--- config.mk ---
export PLATFORM = sky130hd
export DESIGN_NAME = hdb_iface
export DESIGN_NICKNAME = d
export VERILOG_FILES = /design/src/rtl/hdb_pkg.sv /design/src/rtl/hdb_cmd_decode.sv /design/src/rtl/hdb_rdclr_sel.sv /design/src/rtl/hdb_iface.sv
export SDC_FILE = /design/constraint.sdc
export NUM_CORES = 1
export LEC_CHECK = 0
export BUFFER_PORTS_ARGS = -buffer_cell sky130_fd_sc_hd__buf_2
export CAP_MARGIN = 20
export CELL_PAD_IN_SITES_DETAIL_PLACEMENT = 1
export CELL_PAD_IN_SITES_GLOBAL_PLACEMENT = 1
export CORE_UTILIZATION = 36
export CTS_CLUSTER_DIAMETER = 200
export DETAILED_ROUTE_END_ITERATION = 10
export PLACE_DENSITY = 0.84
export SYNTH_ARGS = -nofsm -noshare
export SYNTH_HDL_FRONTEND = slang
export SYNTH_SLANG_ARGS = --single-unit
export TNS_END_PERCENT = 10
--- constraint.sdc ---
create_clock -name clk -period 1.3 [get_ports clk]
set_input_delay 0.13 -clock clk [delete_from_list [all_inputs] [get_ports clk]]
set_output_delay 0.13 -clock clk [all_outputs]
set_load 0.01 [all_outputs]
--- src/rtl/hdb_pkg.sv ---
package hdb_pkg;
    localparam int BYTE_W  = 8;
    localparam int OBF_BIT = 0;
    localparam int IBF_BIT = 1;
    localparam int F0_BIT  = 2;

    typedef logic [BYTE_W-1:0] hdb_byte_t;

    typedef struct packed {
        logic      ibf;
        logic      obf;
        logic      f0;
        hdb_byte_t ibuf;
        hdb_byte_t obuf;
        hdb_byte_t cmd;
        hdb_byte_t dout;
    } hdb_state_t;

    function automatic hdb_byte_t pack_status(logic ibf, logic obf, logic f0);
        hdb_byte_t s;
        s          = '0;
        s[OBF_BIT] = obf;
        s[IBF_BIT] = ibf;
        s[F0_BIT]  = f0;
        return s;
    endfunction
endpackage

--- src/rtl/hdb_cmd_decode.sv ---
module hdb_cmd_decode
    import hdb_pkg::*;
#(
    parameter int CMD_BASE = 16,
    parameter int CMD_NUM  = 4
) (
    input  hdb_byte_t code_i,
    output logic      known_o
);
    localparam logic [BYTE_W:0] LO_C = (BYTE_W+1)'(CMD_BASE);
    localparam logic [BYTE_W:0] HI_C = (BYTE_W+1)'(CMD_BASE + CMD_NUM);

    logic [BYTE_W:0] code_ext;

    always_comb begin
        code_ext = {1'b0, code_i};
        known_o  = (code_ext >= LO_C) && (code_ext < HI_C);
    end
endmodule

--- src/rtl/hdb_rdclr_sel.sv ---
module hdb_rdclr_sel (
    input  logic clk,
    input  logic rst,
    input  logic stat_rd_i,
    input  logic ibf_i,
    input  logic obf_i,
    input  logic f0_i,
    output logic clr_ibf_o,
    output logic clr_obf_o,
    output logic clr_f0_o
);
    logic armed;

    always_comb begin
        armed     = stat_rd_i && f0_i;
        clr_ibf_o = armed && ibf_i;
        clr_obf_o = armed && !ibf_i && obf_i;
        clr_f0_o  = armed && !ibf_i && !obf_i;
    end

    AST_ONE_CLEAR: assert property (@(posedge clk) disable iff (rst)
        $onehot0({clr_ibf_o, clr_obf_o, clr_f0_o}));
    AST_NO_CLEAR_WITHOUT_F0: assert property (@(posedge clk) disable iff (rst)
        !f0_i |-> !(clr_ibf_o || clr_obf_o || clr_f0_o));
endmodule

--- src/rtl/hdb_iface.sv ---
module hdb_iface
    import hdb_pkg::*;
#(
    parameter int CMD_BASE = 16,
    parameter int CMD_NUM  = 4
) (
    input  logic       clk,
    input  logic       rst,
    input  logic       host_rd,
    input  logic       host_wr,
    input  logic       host_a0,
    input  logic [7:0] host_din,
    output logic [7:0] host_dout,
    input  logic       loc_load,
    input  logic [7:0] loc_din,
    input  logic       loc_take,
    output logic [7:0] loc_ibuf,
    output logic [7:0] loc_cmd,
    output logic [7:0] loc_status
);
    hdb_state_t st_d, st_q;
    hdb_byte_t  status_q;
    logic       cmd_known, cmd_ok, data_wr, stat_rd;
    logic       clr_ibf, clr_obf, clr_f0;

    hdb_cmd_decode #(
        .CMD_BASE (CMD_BASE),
        .CMD_NUM  (CMD_NUM)
    ) dec_i (
        .code_i  (host_din),
        .known_o (cmd_known)
    );

    hdb_rdclr_sel sel_i (
        .clk       (clk),
        .rst       (rst),
        .stat_rd_i (stat_rd),
        .ibf_i     (st_q.ibf),
        .obf_i     (st_q.obf),
        .f0_i      (st_q.f0),
        .clr_ibf_o (clr_ibf),
        .clr_obf_o (clr_obf),
        .clr_f0_o  (clr_f0)
    );

    always_comb begin
        status_q = pack_status(st_q.ibf, st_q.obf, st_q.f0);
        data_wr  = host_wr && !host_a0;
        stat_rd  = host_rd && host_a0;
        cmd_ok   = host_wr && host_a0 && cmd_known;

        st_d = st_q;
        if (host_rd) st_d.dout = host_a0 ? status_q : st_q.obuf;
        if (data_wr) st_d.ibuf = host_din;
        if (cmd_ok)  st_d.cmd  = host_din;
        if (loc_load) st_d.obuf = loc_din;

        st_d.ibf = (st_q.ibf && !clr_ibf && !loc_take) || data_wr || cmd_ok;
        st_d.obf = (st_q.obf && !clr_obf) || loc_load;
        st_d.f0  = (st_q.f0 && !clr_f0) || cmd_ok;
    end

    always_ff @(posedge clk) begin
        if (rst) st_q <= '0;
        else     st_q <= st_d;
    end

    assign host_dout  = st_q.dout;
    assign loc_ibuf   = st_q.ibuf;
    assign loc_cmd    = st_q.cmd;
    assign loc_status = status_q;

    AST_STATUS_PAD_ZERO: assert property (@(posedge clk)
        loc_status[7:3] == 5'd0);
    AST_DOUT_HOLDS: assert property (@(posedge clk) disable iff (rst)
        !host_rd |=> $stable(host_dout));
    AST_DATA_RD_NO_FLAG: assert property (@(posedge clk) disable iff (rst)
        host_rd && !host_a0 && !host_wr && !loc_load && !loc_take |=> $stable(loc_status));
    AST_DATA_WR_SETS_IBF: assert property (@(posedge clk) disable iff (rst)
        host_wr && !host_a0 |=> loc_status[IBF_BIT]);
    AST_STAT_RD_RETURNS_OLD: assert property (@(posedge clk) disable iff (rst)
        host_rd && host_a0 |=> host_dout == $past(loc_status));
    AST_STAT_RD_CLR_IBF: assert property (@(posedge clk) disable iff (rst)
        host_rd && host_a0 && loc_status[F0_BIT] && loc_status[IBF_BIT] && !host_wr
        |=> !loc_status[IBF_BIT] && loc_status[F0_BIT]);
    AST_STAT_RD_CLR_OBF: assert property (@(posedge clk) disable iff (rst)
        host_rd && host_a0 && loc_status[F0_BIT] && !loc_status[IBF_BIT]
        && loc_status[OBF_BIT] && !host_wr && !loc_load
        |=> !loc_status[OBF_BIT] && loc_status[F0_BIT]);
    AST_STAT_RD_CLR_F0: assert property (@(posedge clk) disable iff (rst)
        host_rd && host_a0 && loc_status[2:0] == 3'b100 && !host_wr
        |=> !loc_status[F0_BIT]);
    AST_LOAD_SETS_OBF: assert property (@(posedge clk) disable iff (rst)
        loc_load |=> loc_status[OBF_BIT]);
endmodule

==> flow_summary.toml <==
[outcome]
run_status = "completed"

[logic_synthesis]
ys.warnings.count = 0
synth_ff_type = "sky130_fd_sc_hd__dfxtp_1"
synth.distinct_cells = 24
synth_edf_count = 0
synth.ff_latch_count = 35
syn_area_per_cell_sq_um = 9.657
synth.largest_area_cell = "sky130_fd_sc_hd__dfxtp_1"
synth_area_sq_um = 1574
netlist_top_cells_area = "sky130_fd_sc_hd__dfxtp_1 45%, sky130_fd_sc_hd__buf_4 16%, sky130_fd_sc_hd__mux2i_1 13%"
synth_largest_type_area_fraction = 0.4452
async_s_r_ff_share_synth = 0
synth_seq_area_share = 0.4452
synth_cells = 163

[die]
rows = 23
dieWidth_um = 68.12
initial_utilization = 0.3852
die-area_sq_um = 4640
die_y_um = 68.12
core_sq_um = 4086
ioPinCount = 55

[clocking]
cts_max_path_buffers = 2
number_of_cts_inserted_buffers = 5
tritoncts = "done"
post-cts-setup-buffers = 0
worst_skew_pair.late_latency_ps = 280
cts-htree-levels = 2
count_of_cells_resized_by_post_cts_repair = 0
cts.sinks = 35
clk_root_buffer_cell = "sky130_fd_sc_hd__clkbuf_8"
holdBufCountCts = 0
cts.reportedPaths.clkPinSlew_ps = 70

[grt]
antenna_found_initial = 0
maximum_number_of_pins_on_one_net_before_global_route_repair = 23
grt_usage = 0.1352
grt_remaining_overflow = 0
first_global_vias = 1026
wire_length_of_the_first_global_routing_pass_um = 4560

[timing]
layout_setup_ws_ps = 336.4
final_period_utilization = 0.7412
period_needed_ps = 963.6
grt_setup_unrepaired = "no"
fin_worst_skew_ps = 3.008
finalHoldViolCount = 0
final_report_max_slew_violation_count = 0
clock.fmax_mhz = 1038
fin_setup_tns_ps = 0
timing.final.setup_violations = 0

[place]
number_of_buffers_added_on_ports = 49
dp.cells = 228
preCtsSetupSlack_ps = 16.53
dp_hpwl_um = 2233
place_congestion = 0.6858

[route]
postRouteAntennaNets = 0
detailedRoute.firstIterationViolations = 58
drt_first_pass_iters = 4
remaining_routing_drc_violations = 0
routedWlPerCell_um = 12.26
avgViaCountPerCell = 4.623
detail_route.wirelength_um = 2894
vias = 1091

[power]
sequential_fraction_of_design_power = 0.544
power_total_uw = 2086
share_clk_of_total_power = 0.354
swShare = 0.2390
vdd_ir_drop_max_mv = 0.4839
power.leakage_uw = 0.0008259
power.combinational.fraction = 0.102
cellInternalPower_uw = 1588
net-switching-power_uw = 498.5
power.density_cell_area_nw_per_um2 = 1218

[worst_setup_path]
crit_buf_inv = 1
cp_cell_sequence = "buf_2"
worst-endpoint-arrival_ps = 830
worstSetupPathType = "flip-flop to output pin"
endpoint_kind = "output pin"
cp.required_ps = 1170
max_stage_delay_ps = 380
worstReg2RegStart = "loc_status[1]"
timing.critical_path.slowest_stage_cell = "sky130_fd_sc_hd__dfxtp_1"
critical_path.max_fanout = 5
critical_path.startpoint = "loc_status[1]"
start_kind = "flip-flop"
path_delay_family = "flip-flops"

[layout]
final_cells = 236
antenna-diode-count = 0
filler_cell_count = 501
layout.nets = 208
drive_above_1_share = 0.3226
area.growth.synth_to_final_pct = 8.823

[flow_run]
total_of_max_cap_violations = 0

[min_path]
worstHoldPathType = "input port to flip-flop"
min-delay-start = "loc_din[1]"
[placed cells by master, fill, tap and decap left out]
cell type                  count
sky130_fd_sc_hd__clkinv_2      1
sky130_fd_sc_hd__a211oi_1      3
sky130_fd_sc_hd__nor2b_1       1
sky130_fd_sc_hd__conb_1        5
sky130_fd_sc_hd__clkbuf_8      5
sky130_fd_sc_hd__o22ai_1       1
sky130_fd_sc_hd__nor4b_2       1
sky130_fd_sc_hd__clkbuf_1      2
sky130_fd_sc_hd__dfxtp_1      35
sky130_fd_sc_hd__mux2i_1      21
sky130_fd_sc_hd__nand3b_1      5
sky130_fd_sc_hd__o31ai_1       1
sky130_fd_sc_hd__nand2_1       2
sky130_fd_sc_hd__nor3b_1       5
sky130_fd_sc_hd__nand2b_1     10
sky130_fd_sc_hd__nand4_1       1
sky130_fd_sc_hd__a21boi_0      1
sky130_fd_sc_hd__o21bai_1      1
sky130_fd_sc_hd__nand4b_1      1
sky130_fd_sc_hd__and4_1        1
sky130_fd_sc_hd__inv_1         1
sky130_fd_sc_hd__a21oi_1       8
sky130_fd_sc_hd__buf_4         4
sky130_fd_sc_hd__nor2_1       21
sky130_fd_sc_hd__buf_2        49
[final timing paths]
kind	to	slack, ps	depth (start not counted)
worst min register to register	loc_cmd[4]	450	2
worst max register to register	loc_status[1]	420	3
worst max-delay path	loc_status[1]	340	1
worst min-delay path	st_q[17]	90	3
[power by group through the flow]
stage	clock, uW	sequential [uW]	combinational (uW)
3_3_place_gp	0	1160	211
2_1_floorplan	0	1150	177
6_report	738	1130	213
5_1_grt	812	1140	236
3_5_place_dp	0	1160	217
4_1_cts	762	1140	217
[kinds of logic (layout without fill, tap and decap cells)]
group	Yosys count	after routing	synth area share
flip-flops	35	35	0.4451
buffers and inverters	43	62	0.1900
AO/OA/AOI/OAI	15	15	0.05804
multiplexers	21	21	0.1335
other	1	5	0.002382
AND/OR/NAND/NOR	48	48	0.1709
[through the flow]
step / hold slack [ps] / util / instance area [sq um]
finish: 87.40 / 0.4192 / 1713
global route: 101.7 / 0.4192 / 1713
CTS: 86.91 / 0.4192 / 1713
detailed placement: 380.4 / 0.3993 / 1632
global placement: 364.6 / 0.3993 / 1632
floorplan: 273.9 / - / 1589
[cell usage after synthesis (all sizes together) (2+ instances only)]
| cell | count |
|---|---|
| mux2i | 21 |
| dfxtp | 35 |
| nand3b | 5 |
| buf | 39 |
| a21oi | 8 |
| a211oi | 3 |
| clkbuf | 3 |
| nand2 | 2 |
| nor3b | 5 |
| nand2b | 10 |
| nor2 | 21 |
[sequential cells by signal (all words and copies together) (netlist names)]
name	count
host_dout	8
loc_cmd	8
loc_ibuf	8
st_q	8
loc_status	3
[layout make-up]
type	instances	area, sq um	share of cell area
Tap cell	50	62.56	0.03652
Clock buffer	7	76.32	0.04456
Inverter	1	3.754	0.002191
Sequential cell	35	700.7	0.4091
Timing Repair Buffer	53	275.3	0.1607
Multi-Input combinational cell	89	589.3	0.3440
Clock inverter	1	5.005	0.002922
[routing by layer]
| layer | global-route usage | vias to the layer above | routed length (um) |
|---|---|---|---|
| li1 | - | 546 | - |
| met5 | 0 | - | 0 |
| met3 | 0.04833 | 4 | 174 |
| met1 | 0.1605 | 508 | 1295 |
| met2 | 0.2194 | 33 | 1386 |
| met4 | 0.05469 | 0 | 38 |
(Power assumes the default switching activity.)
